===== src/rtl/fault_timer_pkg.sv =====
package fault_timer_pkg;
  // resume selector codes (code 3 behaves as held value)
  localparam logic [1:0] RESUME_LOAD = 2'd0;
  localparam logic [1:0] RESUME_HELD = 2'd1;
  localparam logic [1:0] RESUME_ZERO = 2'd2;

  // counting direction
  localparam logic DIR_DOWN = 1'b0;
  localparam logic DIR_UP   = 1'b1;

  function automatic logic repeat_on(input logic [1:0] code);
    return (code == 2'd1) || (code == 2'd3);
  endfunction
endpackage


===== src/rtl/fault_timer_sync.sv =====
module fault_timer_sync #(
  parameter int STAGES = 2
) (
  input  logic clk,
  input  logic rst,
  input  logic d,
  output logic q
);
  logic [STAGES-1:0] chain;

  generate
    if (STAGES == 1) begin : g_one
      always_ff @(posedge clk) begin
        if (rst) chain <= '0;
        else     chain <= d;
      end
    end else begin : g_many
      always_ff @(posedge clk) begin
        if (rst) chain <= '0;
        else     chain <= {chain[STAGES-2:0], d};
      end
    end
  endgenerate

  assign q = chain[STAGES-1];
endmodule


===== src/rtl/fault_timer_policy.sv =====
module fault_timer_policy (
  input  logic clk,
  input  logic rst,
  input  logic flt_sync,
  input  logic freeze_en,
  input  logic resume_en,
  output logic freeze,
  output logic exit_edge,
  output logic resume_act
);
  logic flt_prev;

  always_ff @(posedge clk) begin
    if (rst) flt_prev <= 1'b0;
    else     flt_prev <= flt_sync;
  end

  assign freeze     = freeze_en & flt_sync;
  assign exit_edge  = flt_prev & ~flt_sync;
  assign resume_act = freeze_en & resume_en & exit_edge;
endmodule


===== src/rtl/fault_timer_step.sv =====
module fault_timer_step
  import fault_timer_pkg::*;
#(
  parameter int WIDTH = 8
) (
  input  logic [WIDTH-1:0] cnt,
  input  logic             dir_up,
  input  logic [WIDTH-1:0] load_val,
  input  logic             updown_mode,
  input  logic [1:0]       repeat_mode,
  output logic [WIDTH-1:0] nxt_cnt,
  output logic             nxt_up,
  output logic             hits_zero
);
  localparam logic [WIDTH-1:0] ONE = WIDTH'(1);

  logic rpt;
  assign rpt = repeat_on(repeat_mode);

  always_comb begin
    nxt_cnt = cnt;
    nxt_up  = dir_up;
    if (!updown_mode) begin
      if (cnt == '0) nxt_cnt = rpt ? load_val : '0;
      else           nxt_cnt = cnt - ONE;
    end else if (dir_up == DIR_UP) begin
      if (cnt >= load_val) begin
        nxt_up  = DIR_DOWN;
        nxt_cnt = (cnt == '0) ? '0 : cnt - ONE;
      end else begin
        nxt_cnt = cnt + ONE;
      end
    end else begin
      if (cnt == '0) begin
        if (rpt) begin
          nxt_up  = DIR_UP;
          nxt_cnt = ONE;
        end
      end else begin
        nxt_cnt = cnt - ONE;
      end
    end
    hits_zero = (nxt_cnt == '0) && (cnt != '0);
  end
endmodule


===== src/rtl/fault_timer.sv =====
module fault_timer
  import fault_timer_pkg::*;
#(
  parameter int WIDTH       = 8,
  parameter int SYNC_STAGES = 2
) (
  input  logic             clk,
  input  logic             rst,
  input  logic             en,
  input  logic             fault_in,
  input  logic [WIDTH-1:0] load_val,
  input  logic             updown_mode,
  input  logic [1:0]       repeat_mode,
  input  logic             fault_freeze,
  input  logic             fault_resume,
  input  logic [1:0]       resume_sel,
  output logic [WIDTH-1:0] count,
  output logic             zero_evt,
  output logic             fault_active
);
  logic             flt_sync;
  logic             freeze;
  logic             exit_edge;
  logic             resume_act;
  logic             cnt_up;
  logic [WIDTH-1:0] nxt_cnt;
  logic             nxt_up;
  logic             hits_zero;

  fault_timer_sync #(.STAGES(SYNC_STAGES)) sync_i (
    .clk (clk),
    .rst (rst),
    .d   (fault_in),
    .q   (flt_sync)
  );

  assign fault_active = flt_sync;

  fault_timer_policy policy_i (
    .clk        (clk),
    .rst        (rst),
    .flt_sync   (flt_sync),
    .freeze_en  (fault_freeze),
    .resume_en  (fault_resume),
    .freeze     (freeze),
    .exit_edge  (exit_edge),
    .resume_act (resume_act)
  );

  fault_timer_step #(.WIDTH(WIDTH)) step_i (
    .cnt         (count),
    .dir_up      (cnt_up),
    .load_val    (load_val),
    .updown_mode (updown_mode),
    .repeat_mode (repeat_mode),
    .nxt_cnt     (nxt_cnt),
    .nxt_up      (nxt_up),
    .hits_zero   (hits_zero)
  );

  always_ff @(posedge clk) begin
    if (rst) begin
      count    <= '0;
      cnt_up   <= DIR_UP;
      zero_evt <= 1'b0;
    end else if (!en) begin
      count    <= updown_mode ? '0 : load_val;
      cnt_up   <= DIR_UP;
      zero_evt <= 1'b0;
    end else if (freeze) begin
      zero_evt <= 1'b0;
    end else if (resume_act) begin
      zero_evt <= 1'b0;
      case (resume_sel)
        RESUME_LOAD: begin
          count  <= load_val;
          cnt_up <= DIR_DOWN;
        end
        RESUME_ZERO: begin
          count  <= '0;
          cnt_up <= DIR_UP;
        end
        default: ;
      endcase
    end else begin
      count    <= nxt_cnt;
      cnt_up   <= nxt_up;
      zero_evt <= hits_zero;
    end
  end

  // a fault seen with freezing enabled holds the count
  p_freeze_hold_r8: assert property (@(posedge clk) disable iff (rst)
    (en && fault_freeze && fault_active) |=> $stable(count));

  // resume to the load value
  p_resume_load_r10: assert property (@(posedge clk) disable iff (rst)
    (en && resume_act && resume_sel == RESUME_LOAD) |=> (count == $past(load_val)));

  // resume keeps the held count for one edge
  p_resume_held_r11: assert property (@(posedge clk) disable iff (rst)
    (en && resume_act && resume_sel[0]) |=> $stable(count));

  // resume to zero
  p_resume_zero_r12: assert property (@(posedge clk) disable iff (rst)
    (en && resume_act && resume_sel == RESUME_ZERO) |=> (count == '0));

  // the event only ever accompanies a zero count and lasts one cycle
  p_zero_at_zero_r5: assert property (@(posedge clk) disable iff (rst)
    zero_evt |-> (count == '0));
  p_zero_single_r5: assert property (@(posedge clk) disable iff (rst)
    zero_evt |=> !zero_evt);

  // no event while disabled
  p_idle_quiet_r2: assert property (@(posedge clk) disable iff (rst)
    !en |=> !zero_evt);

  // resume events only on a fault exit
  p_resume_on_exit_r9: assert property (@(posedge clk) disable iff (rst)
    resume_act |-> (exit_edge && !fault_active));
endmodule


===== config.mk =====
export PLATFORM = sky130hd
export DESIGN_NAME = fault_timer
export DESIGN_NICKNAME = d
export VERILOG_FILES = /design/src/rtl/fault_timer_pkg.sv /design/src/rtl/fault_timer_sync.sv /design/src/rtl/fault_timer_policy.sv /design/src/rtl/fault_timer_step.sv /design/src/rtl/fault_timer.sv
export SDC_FILE = /design/constraint.sdc
export NUM_CORES = 1
export LEC_CHECK = 0
export BUFFER_PORTS_ARGS = -buffer_cell sky130_fd_sc_hd__buf_2
export CAP_MARGIN = 20
export CORE_AREA = 5 5 63 94
export DETAILED_ROUTE_END_ITERATION = 10
export DIE_AREA = 0 0 68 99
export GPL_TIMING_DRIVEN = 0
export HOLD_SLACK_MARGIN = 0.12
export PLACE_DENSITY = 0.45
export SLEW_MARGIN = 20
export SYNTH_ARGS = -nofsm -noshare
export SYNTH_HDL_FRONTEND = slang
export SYNTH_SLANG_ARGS = --single-unit
export TNS_END_PERCENT = 5

===== constraint.sdc =====
create_clock -name clk -period 2.88 [get_ports clk]
set_clock_uncertainty 0.05 [all_clocks]
set_input_delay 0.576 -clock clk [delete_from_list [all_inputs] [get_ports clk]]
set_output_delay 0.576 -clock clk [all_outputs]
set_load 0.03 [all_outputs]

==> results of run 1 <==
-- worst max path at each step --
| stage | from | to | slack, ns | depth (start not counted) |
|---|---|---|---|---|
| after floorplan | count[0] | count[4] | 0.42 | 8 |
| after global placement | load_val[1] | count[2] | -0.08 | 9 |
| after detailed placement | load_val[1] | count[2] | -0.06 | 9 |
| after CTS | count[0] | zero_evt | 0.11 | 8 |
| after global routing | count[0] | zero_evt | 0.04 | 8 |
| final | count[0] | zero_evt | 0.24 | 8 |
-- worst register-to-register path: stages, from the launching register on --
cell	delay [ns]
dfxtp_2	0.42
inv_1	0.12
ha_1	0.29
nor3b_1	0.33
o21ai_1	0.22
a21o_1	0.28
a221oi_2	0.37
o2111ai_1	0.23
nor4_2	0.25
-- metrics by stage --
step / setup TNS, ns / hold slack, ns / instances / instance area (sq um) / worst slack (ns)
2_1_floorplan: 0 / 0.364 / 202 / 1460 / 0.422
3_3_place_gp: -0.133 / 0.377 / 297 / 1680 / -0.0776
3_5_place_dp: -0.0951 / 0.376 / 297 / 1680 / -0.0569
4_1_cts: 0 / 0.400 / 301 / 1730 / 0.112
5_1_grt: 0 / 0.414 / 301 / 1730 / 0.0427
6_report: 0 / 0.391 / 301 / 1730 / 0.243
-- where the power goes --
group          switching [uW]  leakage, uW  internal, uW
Clock                    83.0    0.0000255          96.0
Sequential               17.9     0.000107           195
Combinational             250     0.000653           157
Total                     351     0.000785           449
-- cells in the final DEF, fill, tap and decap left out, drive strengths merged, types with 4 or more instances in the layout --
master / n
a21oi: 14
nor4: 6
inv: 14
ha: 10
nand2: 19
nor3: 6
nor2b: 6
clkbuf: 9
o21ai: 11
mux2i: 4
nand3: 8
dfxtp: 13
a211oi: 5
xor2: 5
nor2: 22
buf: 32
o211ai: 5
-- Yosys cell counts (2+ instances only) --
library cell  instances  area [sq um]
nor2_1               22          82.6
nand2_1              19          71.3
inv_1                14          52.6
a21oi_1              13          65.1
dfxtp_1              13           260
ha_1                 10           125
o21ai_0              10          50.1
nand3_1               8          40.0
nor2b_1               6          37.5
nor3_1                6          30.0
a211oi_1              5          37.5
clkbuf_1              5          18.8
o211ai_1              5          37.5
xor2_1                5          43.8
mux2i_1               4          40.0
nor4_1                4          25.0
a21o_1                3          22.5
a31oi_1               3          18.8
a41oi_1               3          26.3
nand3b_1              3          22.5
o21a_1                3          22.5
a311oi_1              2          17.5
and3_1                2          12.5
buf_2                 2          10.0
buf_6                 2          22.5
o2111ai_1             2          17.5
or3_1                 2          12.5
xnor2_1               2          17.5
-- state kept, by name (all words and copies together), names as in the netlist --
| name | count |
|---|---|
| sync_i.chain | 2 |
| policy_i.flt_prev | 1 |
| zero_evt | 1 |
| cnt_up | 1 |
| count | 8 |
-- what timing repair did --
| action | 4_1_cts | 5_1_grt |
|---|---|---|
| gates cloned | 0 | 0 |
| setup buffers | 0 | 0 |
| endpoints found under the setup margin | 1 | 3 |
| gates resized for setup | 1 | 1 |
-- cell type report --
cell class,instances,area share
clock inverter,1,0.00290
timing repair buffer,27,0.0783
tap,68,0.0493
clock buffer,3,0.0239
buffer,11,0.0370
multi-input combinational,164,0.627
sequential,13,0.151
inverter,14,0.0304
-- cells by family after synthesis --
logic type	count (synthesis)
compound gates	59
simple gates	84
xor+xnor	7
mux	4
fa+ha+maj	10
buf+inv	25
flops	13
-- layer usage --
metal  up-vias  wire length [um]  GRT usage
met5         -                 0          0
met4         0               174     0.0720
met3        14               232     0.0262
met2        52              2720      0.290
met1       728              2100      0.194
li1        802                 -          -
==> results.json, run 1 <==
{
  "status": "completed",
  "seq_area_sq_um": 262,
  "cts_tree": "done",
  "r2r-start": "count[0]",
  "slew_headroom": 0.630,
  "dieArea_sq_um": 6730,
  "worstHoldStart": "sync_i.chain[0]",
  "hold_depth": 1,
  "synthSimpleGateAreaFrac": 0.310,
  "async_flop_share": 0,
  "grt_usage": 0.167,
  "postLayoutCoreUtil": 0.345,
  "nFillCells": 594,
  "netlist_area_sq_um": 1460,
  "synth_top_family_by_area": "simple AND/OR/NAND/NOR gates",
  "antenna_found_initial": 0,
  "slew_violations": 0,
  "grt-ovfl-total": 0,
  "port_buffers": 27,
  "layout-drive-gt1-share": 0.197,
  "wl_um": 5220,
  "grt_pass1_vias": 1623,
  "path_cells": "inv_1 > ha_1 > nor3b_1 > o21ai_1 > a21o_1 > a221oi_2 > o2111ai_1 > nor4_2",
  "r2r-end": "zero_evt",
  "final_hold_viol_count": 0,
  "wl_per_cell_um": 17.3,
  "crit_path_max_fanout": 9,
  "cpLargestDelayFamily": "compound AO/OA/AOI/OAI gates",
  "ioPinCount": 29,
  "synth_cell_types": 52,
  "timing.fmax_ghz": 0.379,
  "synth_warnings": 0,
  "cp.required_ns": 3.00,
  "antenna_cells": 0,
  "finalCriticalPeriod_ns": 2.64,
  "arrival_ns": 2.76,
  "min_to": "sync_i.chain[1]",
  "max_stage_delay_ns": 0.42,
  "row_count": 32,
  "end_kind": "flip-flop",
  "total_power_uw": 800,
  "syn_avg_cell_area_sq_um": 7.20,
  "clock-sinks": 13,
  "timing.critical_path.buf_inv": 1,
  "worst_slew_pin_slew_ns": 0.555,
  "drc": 0,
  "cap_viol_max_count": 0,
  "nets": 263,
  "crit_type": "flip-flop to flip-flop",
  "rsz0062_at_grt": "no",
  "drt-initial-drc-count": 41,
  "hold_buffers": 0,
  "cts.clk_slew.worst_paths_ns": 0.07,
  "die_h_um": 99,
  "detail_route.vias_per_cell": 5.30,
  "cts_inserted_buffers": 3,
  "initial_utilization": 0.291,
  "ant_nets": 0,
  "seq_area_frac_synth": 0.179,
  "synth_fa_ha_area_frac": 0.0860,
  "synth_ff_type": "dfxtp_1",
  "vias": 1596,
  "synth_compound_area_frac": 0.276,
  "firstDrtPassIters": 4,
  "min-delay-path-class": "flip-flop to flip-flop",
  "muxShareOfSynthArea": 0.0275,
  "multi_input_comb_area_sq_um": 1080,
  "synthesis.nets": 231,
  "coreArea_sq_um": 5000,
  "gp_congestion": 0.849,
  "start_kind": "flip-flop",
  "netlist_instances": 202,
  "synth-xor-area-share": 0.0421,
  "p_per_area_nw_per_um2": 463,
  "rr_worst_depth": 8,
  "slowest_stage": "dfxtp_2",
  "grt_max_degree": 11,
  "leakagePower_uw": 0.000785,
  "hpwl_um": 4180,
  "insertion_delay_ns": 0.25,
  "ctsHtreeMaxLevel": 1,
  "ir_worst_vdd_v": 0.000189,
  "fin_crit_sh": 0.916,
  "cts_buffer_depth": 2,
  "grt_pass1_wl_um": 8450,
  "cts_root_buf": "clkbuf_8",
  "rrSetupSlack_ns": 0.24,
  "die_x_um": 68,
  "synth_edf_count": 0,
  "setup_viol": 0,
  "areaGrowthSynthToFinish_pct": 18.7,
  "synth-seq-cells": 13
}
Note: power is estimated with default switching activity, not from simulation.
==> run 2: changes to the inputs <==
Settings changed: CTS_BUF_LIST set to sky130_fd_sc_hd__clkbuf_16, SETUP_SLACK_MARGIN set to 0.4.
Clock period 2.88 ns to 2.9 ns, I/O delays scaled along.
==> run 2 against run 1 <==
Net effect: critical path depth did not move; total power rose by 14%; clock-buffer cell count did not move; worst hold slack got worse by 0.0039 ns; worst setup slack improved by 0.23 ns; flip-flop and latch count did not move; die area did not move; via count rose by 1.0%; clock power rose by 54%; largest cell class unchanged.
==> results.json, run 2 (synthesized netlist as in run 1, its figures left out) <==
{
  "grt_usage": 0.168,
  "drc": 0,
  "largest_registers": "count x8, sync_i.chain x2",
  "hpwl_um": 4180,
  "max_stage_delay_ns": 0.39,
  "die_x_um": 68,
  "row_count": 32,
  "gp_congestion": 0.849,
  "arrival_ns": 2.51,
  "detail_route.vias_per_cell": 5.36,
  "layout-drive-gt1-share": 0.215,
  "fin_crit_sh": 0.836,
  "ctsHtreeMaxLevel": 1,
  "drt-initial-drc-count": 42,
  "slowest_stage": "dfxtp_4",
  "p_per_area_nw_per_um2": 507,
  "leakagePower_uw": 0.000808,
  "ant_nets": 0,
  "rsz0062_at_grt": "yes",
  "wl_per_cell_um": 17.4,
  "dpl_cell_area_sq_um": 1680,
  "hold_buffers": 0,
  "final_common_cell": "buf_2",
  "coreArea_sq_um": 5000,
  "die_h_um": 99,
  "crit_path_max_fanout": 9,
  "path_cells": "inv_1 > ha_1 > nor3b_2 > o21ai_2 > a21oi_2 > mux2i_1 > a21oi_1 > o21a_1",
  "antenna_found_initial": 0,
  "seqPwrFrac": 0.232,
  "ioPinCount": 29,
  "timing.fmax_ghz": 0.413,
  "routed.top_layer": "met4",
  "grt-ovfl-total": 0,
  "wl_met1_um": 2120,
  "cpLargestDelayFamily": "compound AO/OA/AOI/OAI gates",
  "grt_pass1_vias": 1627,
  "end_kind": "flip-flop",
  "largest_register": "count",
  "ir_worst_vdd_v": 0.000256,
  "antenna_cells": 0,
  "dieArea_sq_um": 6730,
  "swShare": 0.404,
  "p_clk_frac": 0.302,
  "setup_viol": 0,
  "clock-sinks": 13,
  "wl_met2_um": 2690,
  "stdcell_area_sq_um": 1800,
  "cts_tree": "done",
  "final_hold_viol_count": 0,
  "crit_type": "flip-flop to flip-flop",
  "initial_utilization": 0.291,
  "cp.required_ns": 2.99,
  "cap_viol_max_count": 0,
  "setup_tns_ns": 0,
  "switchingPower_uw": 369,
  "rrSetupSlack_ns": 0.48,
  "nFillCells": 585,
  "dr_wl_met3_um": 206,
  "timing.critical_path.buf_inv": 1,
  "port_buffers": 27,
  "slew_headroom": 0.631,
  "status": "completed",
  "postLayoutCoreUtil": 0.360,
  "areaGrowthSynthToFinish_pct": 23.7,
  "largest_register_ffs": 8,
  "wl_um": 5220,
  "dp_slack_ns": -0.0409,
  "cts_inserted_buffers": 3,
  "slew_violations": 0,
  "min-delay-path-class": "flip-flop to flip-flop",
  "cts.clk_slew.worst_paths_ns": 0.05,
  "insertion_delay_ns": 0.25,
  "finalCriticalPeriod_ns": 2.42,
  "nets": 263,
  "vias": 1612,
  "cts_root_buf": "clkbuf_16",
  "p_int_uw": 544,
  "start_kind": "flip-flop",
  "fin_ws_ns": 0.476,
  "grt_pass1_wl_um": 8420,
  "final_cell_mix": "buf_2 (29), nor2_1 (22), nand2_1 (19)",
  "firstDrtPassIters": 4,
  "cts_buffer_depth": 2,
  "grt_max_degree": 11,
  "combPwrFrac": 0.466,
  "worst_slew_pin_slew_ns": 0.553
}
-- run 2: cell counts in the layout (fill, tap and decap cells not counted) --
No cell type changed its count.
-- run 2: worst register-to-register path, cell delays in order (launching register included) --
cell and delay [ns]:
dfxtp_4 0.39, inv_1 0.10, ha_1 0.29, nor3b_2 0.28, o21ai_2 0.14, a21oi_2 0.38, mux2i_1 0.35, a21oi_1 0.13
o21a_1 0.20
-- run 2: power by group through the flow --
stage / Combinational, uW / Sequential (uW) / Clock [uW]
after CTS: 413 / 213 / 280
after floorplan: 268 / 237 / 0
final: 426 / 212 / 276
after global routing: 465 / 215 / 290
after global placement: 406 / 216 / 0
after detailed placement: 400 / 216 / 0
-- run 2: final cells by class --
cell class	instances	area (sq um)	share of cell area
flip-flops and latches	13	264	0.147
plain buffers	11	63.8	0.0354
multi-input cells	164	1120	0.622
clock inverters	1	5.00	0.00278
inverters	14	52.6	0.0292
well taps	68	85.1	0.0473
repair buffers	27	135	0.0751
clock buffers	3	75.1	0.0417
-- run 2: timing repair --
action,4_1_cts,5_1_grt
resized for setup,4,5
cloned,0,0
pin swaps,0,3
buffers inserted,0,0
endpoints found under the setup margin,8,6
-- run 2: worst paths after layout --
check | from | end | cells past startpoint
worst max register to register | count[0] | count[3] | 8
worst max-delay path | count[0] | count[3] | 8
worst min register to register | sync_i.chain[0] | sync_i.chain[1] | 1
worst min-delay path | sync_i.chain[0] | sync_i.chain[1] | 1
-- run 2: stage by stage --
step / std cells / power (uW) / hold slack, ns
floorplan: 202 / 505 / 0.364
global placement: 297 / 621 / 0.377
detailed placement: 297 / 616 / 0.376
CTS: 301 / 906 / 0.395
global route: 301 / 970 / 0.411
finish: 301 / 914 / 0.387
-- run 2: routing by layer --
metal / up-vias / global-route usage
met2: 48 / 0.288
met3: 15 / 0.0205
li1: 801 / -
met4: 0 / 0.0888
met5: - / 0
met1: 748 / 0.194
